**config.mk**
```make
export PLATFORM = sky130hd
export DESIGN_NAME = ufm_ctrl
export DESIGN_NICKNAME = d
export VERILOG_FILES = /design/src/rtl/ufm_pkg.sv /design/src/rtl/ufm_ctrl.sv
export SDC_FILE = /design/constraint.sdc
export NUM_CORES = 1
export LEC_CHECK = 0
export ABC_AREA = 1
export BUFFER_PORTS_ARGS = -buffer_cell sky130_fd_sc_hd__clkbuf_2
export CAP_MARGIN = 10
export CORE_UTILIZATION = 40
export CTS_CLUSTER_DIAMETER = 50
export DETAILED_ROUTE_END_ITERATION = 7
export SYNTH_ARGS = -nofsm -noshare
export SYNTH_HDL_FRONTEND = slang
export SYNTH_SLANG_ARGS = --single-unit
```
**constraint.sdc**
```tcl
create_clock -name clk -period 2.1 [get_ports clk]
set_input_delay 0.42 -clock clk [delete_from_list [all_inputs] [get_ports clk]]
set_output_delay 0.42 -clock clk [all_outputs]
set_load 0.01 [all_outputs]
```
**src/rtl/ufm_pkg.sv**
```systemverilog
// Shared definitions for the sector flash model.
// Assumes a 9-bit word address whose MSB selects one of two sectors.
package ufm_pkg;
    localparam int ADDR_W = 9;
    localparam int DATA_W = 16;
    localparam int CNT_W  = 2;

    typedef enum logic [1:0] {
        ST_IDLE  = 2'd0,
        ST_PROG  = 2'd1,
        ST_ERASE = 2'd2
    } op_state_t;
endpackage

```
**src/rtl/ufm_ctrl.sv**
```systemverilog
// Operation sequencer: holds busy for a fixed cycle count per operation and
// walks one word per cycle through a sector during erase.
// Assumes ERASE_CYCLES >= SECT_WORDS and both cycle counts >= 1.
module ufm_ctrl
    import ufm_pkg::*;
#(
    parameter int ERASE_CYCLES = 320,
    parameter int PROG_CYCLES  = 8,
    parameter int SECT_WORDS   = 256
) (
    input  logic                          clk,
    input  logic                          rst_n,
    input  logic                          start_erase,
    input  logic                          start_prog,
    output logic                          busy,
    output logic                          erase_we,
    output logic [$clog2(SECT_WORDS)-1:0] erase_idx
);
    localparam int MAXC = (ERASE_CYCLES > PROG_CYCLES) ? ERASE_CYCLES : PROG_CYCLES;
    localparam int CW   = $clog2(MAXC + 1);
    localparam int SW   = $clog2(SECT_WORDS);
    localparam logic [CW-1:0] E_LAST = CW'(ERASE_CYCLES - 1);
    localparam logic [CW-1:0] P_LAST = CW'(PROG_CYCLES - 1);
    localparam logic [CW-1:0] S_END  = CW'(SECT_WORDS);

    op_state_t       state;
    logic [CW-1:0]   cnt;
    logic            at_end;

    assign at_end = (state == ST_ERASE) ? (cnt == E_LAST) : (cnt == P_LAST);

    // start an operation when idle, count its cycles, return to idle at the end
    always_ff @(posedge clk) begin
        if (!rst_n) begin
            state <= ST_IDLE;
            cnt   <= '0;
        end else if (state == ST_IDLE) begin
            cnt <= '0;
            if (start_erase)     state <= ST_ERASE;
            else if (start_prog) state <= ST_PROG;
        end else if (at_end) begin
            state <= ST_IDLE;
            cnt   <= '0;
        end else begin
            cnt <= cnt + 1'b1;
        end
    end

    assign busy      = (state != ST_IDLE);
    assign erase_we  = (state == ST_ERASE) && (cnt < S_END);
    assign erase_idx = cnt[SW-1:0];
endmodule

```
==> impl_metrics.py <==
metrics = {
    "clock_network": {
        "clk_pin_slew_ns": 0.07,
        "cts_setup_buffers": 0,
        "cts_tree": "done",
        "cts_resized": 0,
        "ctsHtreeMaxLevel": 1,
        "cts.sinks": 11,
        "cts_buffer_depth": 2,
        "ctsHoldBuffers": 0,
        "clockRootBuffer": "clkbuf_4",
        "worstSkewPairLatency_ns": 0.26,
        "cts_buffers": 3,
    },
    "final_layout": {
        "n_fill_cell": 149,
        "final_common_cell": "clkbuf_2",
        "layout_common_cells": "13 x clkbuf_2, 12 x nand2_1, 11 x dfxtp_1",
        "areaGrowthSynthToFinish_pct": 8.25,
        "drive_gt1_share_pct": 31.4,
        "n_antenna_cell": 0,
        "nets": 93,
    },
    "worst_setup_path": {
        "r2r_slack_ns": 0.64,
        "cp_num_cells": 3,
        "crit_chain": "nor2_1, inv_1, clkbuf_2",
        "crit_buf_inv": 2,
        "critPathRequiredTime_ns": 1.68,
        "critPathSlowestCell": "dfxtp_1",
        "cp_max_fo": 4,
        "rr_endpoint": "state[0]",
        "critPathLaunchType": "flip-flop",
        "end_kind": "primary output",
        "worstPathArrival_ns": 1.10,
        "r2r_start": "state[0]",
        "r2r_cells": 11,
        "crit_path_max_incr_delay_ns": 0.33,
        "crit_type": "reg2out",
        "path_delay_family": "flip-flops",
    },
    "route": {
        "vias": 473,
        "viasPerCell": 4.68,
        "drt_iter0_markers": 7,
        "ant_nets": 0,
        "dr.pass1.iters": 4,
        "wirelength_um": 920,
        "drc": 0,
        "routedWlPerCell_um": 9.11,
    },
    "synthesis": {
        "syn_avg_cell_area_um2": 7.88,
        "synth_area_leaders": "dfxtp_1 36%, buf_4 9.9%, nand2_1 7.4%, inv_1 5.6%, nor2_1 5.6%",
        "yosys.area.top_type": "dfxtp_1",
        "synth_nets": 83,
        "syn-cell-area_um2": 607,
        "yosysTopAreaCellShare_pct": 36.3,
        "synth_seq_cells": 11,
        "ys_types": 20,
        "yosysSeqAreaShare_pct": 36.3,
        "yosysWarningCount": 0,
        "syn_inst": 77,
    },
    "global_routing": {
        "grt_pass1_vias": 426,
        "grt_pass1_wl_um": 1640,
        "grt_max_degree": 10,
        "track_usage_pct": 15.7,
        "antenna_found_initial": 0,
        "grt_overflow": 0,
    },
    "sta": {
        "fin_skew_ns": 0.00439,
        "maxSlewViolCount": 0,
        "min_period_ns": 1.52,
        "fin_crit_sh_pct": 72.3,
        "hold_viol": 0,
        "final-setup-viol-count": 0,
        "setup_slack_ns": 0.583,
        "maxSlewHeadroom_pct": 83.2,
        "max_freq_ghz": 0.659,
        "finalSetupTns_ns": 0,
        "rsz0062_at_grt": "false",
        "tightest_slew_ns": 0.251,
    },
    "power": {
        "power_mw": 0.403,
        "cellPowerDensity_nw_per_um2": 613,
        "p_leak_nw": 0.278,
        "ir_drop_mv": 0.323,
    },
    "die": {
        "fp-row-count": 13,
        "design.core.area_um2": 1350,
        "chipHeight_um": 41.0,
        "dieArea_um2": 1680,
        "initial_core_util_pct": 44.9,
        "die_w_um": 41.0,
        "io_pins": 14,
    },
    "worst_hold_path": {
        "holdCritStartpoint": "start_erase",
        "min_path_type": "in2reg",
        "hold-path-endpoint": "state[1]",
        "whs_path_depth": 3,
    },
    "placement": {
        "dpl.hpwl_um": 732,
        "place_ws_ns": 0.639,
        "io_buffers": 13,
        "gp_congestion": 0.690,
    },
    "run_status": {
        "status": "complete, no violations",
    },
    "flow_run": {
        "cap_violations": 0,
    },
}
==> final cells by class <==
| type | count | area [um2] | share of cell area [%] |
|---|---|---|---|
| clock buffers | 4 | 26.3 | 4.00 |
| flip-flops and latches | 11 | 220 | 33.5 |
| inverters | 11 | 41.3 | 6.29 |
| repair buffers | 13 | 65.1 | 9.90 |
| multi-input cells | 47 | 285 | 43.4 |
| well taps | 15 | 18.8 | 2.86 |
==> report_power, final <==
group          internal, mW  total, mW  switching [mW]
Sequential            0.214      0.218         0.00419
Combinational        0.0171     0.0450          0.0278
Clock                0.0734      0.140          0.0667
==> per-layer routing <==
layer / track usage [%] / vias to the layer above / part of all wire, %
met2: 24.2 / 13 / 48
met1: 18.5 / 207 / 45
met5: 0 / - / 0
met3: 8.15 / 2 / 6.4
met4: 5.00 / 0 / 1.3
li1: - / 251 / -
==> sequential cells by signal, indices dropped and copies added, names as in the netlist <==
signal / count
cnt: 9
state: 2
==> Yosys cell counts <==
master     n
nand2_1   12
dfxtp_1   11
inv_1      9
nor2_1     9
buf_4      8
a21oi_1    4
nand3_1    4
xor2_1     3
ha_1       2
inv_2      2
nand3_2    2
nor2_2     2
nor3_2     2
nand3_4    1
nand3b_1   1
nor3b_2    1
o21ai_0    1
o21ai_1    1
or2_2      1
xnor2_1    1
==> per-stage QoR <==
stage	cell area, um2	instances	hold WS (ns)	utilization [%]
after floorplan	607	77	0.430	-
after global placement	631	97	0.447	46.7
after detailed placement	631	97	0.454	46.7
after CTS	657	101	0.387	48.7
after global routing	657	101	0.415	48.7
final	657	101	0.396	48.7
==> worst min-delay path: stages <==
cell and delay (ns):
clkbuf_2 0.09, nand2_1 0.06, a21oi_1 0.05
==> kinds of logic after synthesis <==
kind of cell	synth area share, %
buf+inv	16.7
compound gates	4.95
flops	36.3
fa+ha+maj	4.12
xor+xnor	5.77
simple gates	32.2
==> how the worst max path moves through the flow <==
stage / from / to / slack [ns]
floorplan: state[0] / state[0] / 0.75
global placement: state[0] / state[0] / 0.67
detailed placement: state[0] / state[1] / 0.64
CTS: state[1] / busy / 0.57
global route: state[0] / busy / 0.46
finish: state[1] / busy / 0.58
No activity file was read; power rests on OpenSTA's default activity.
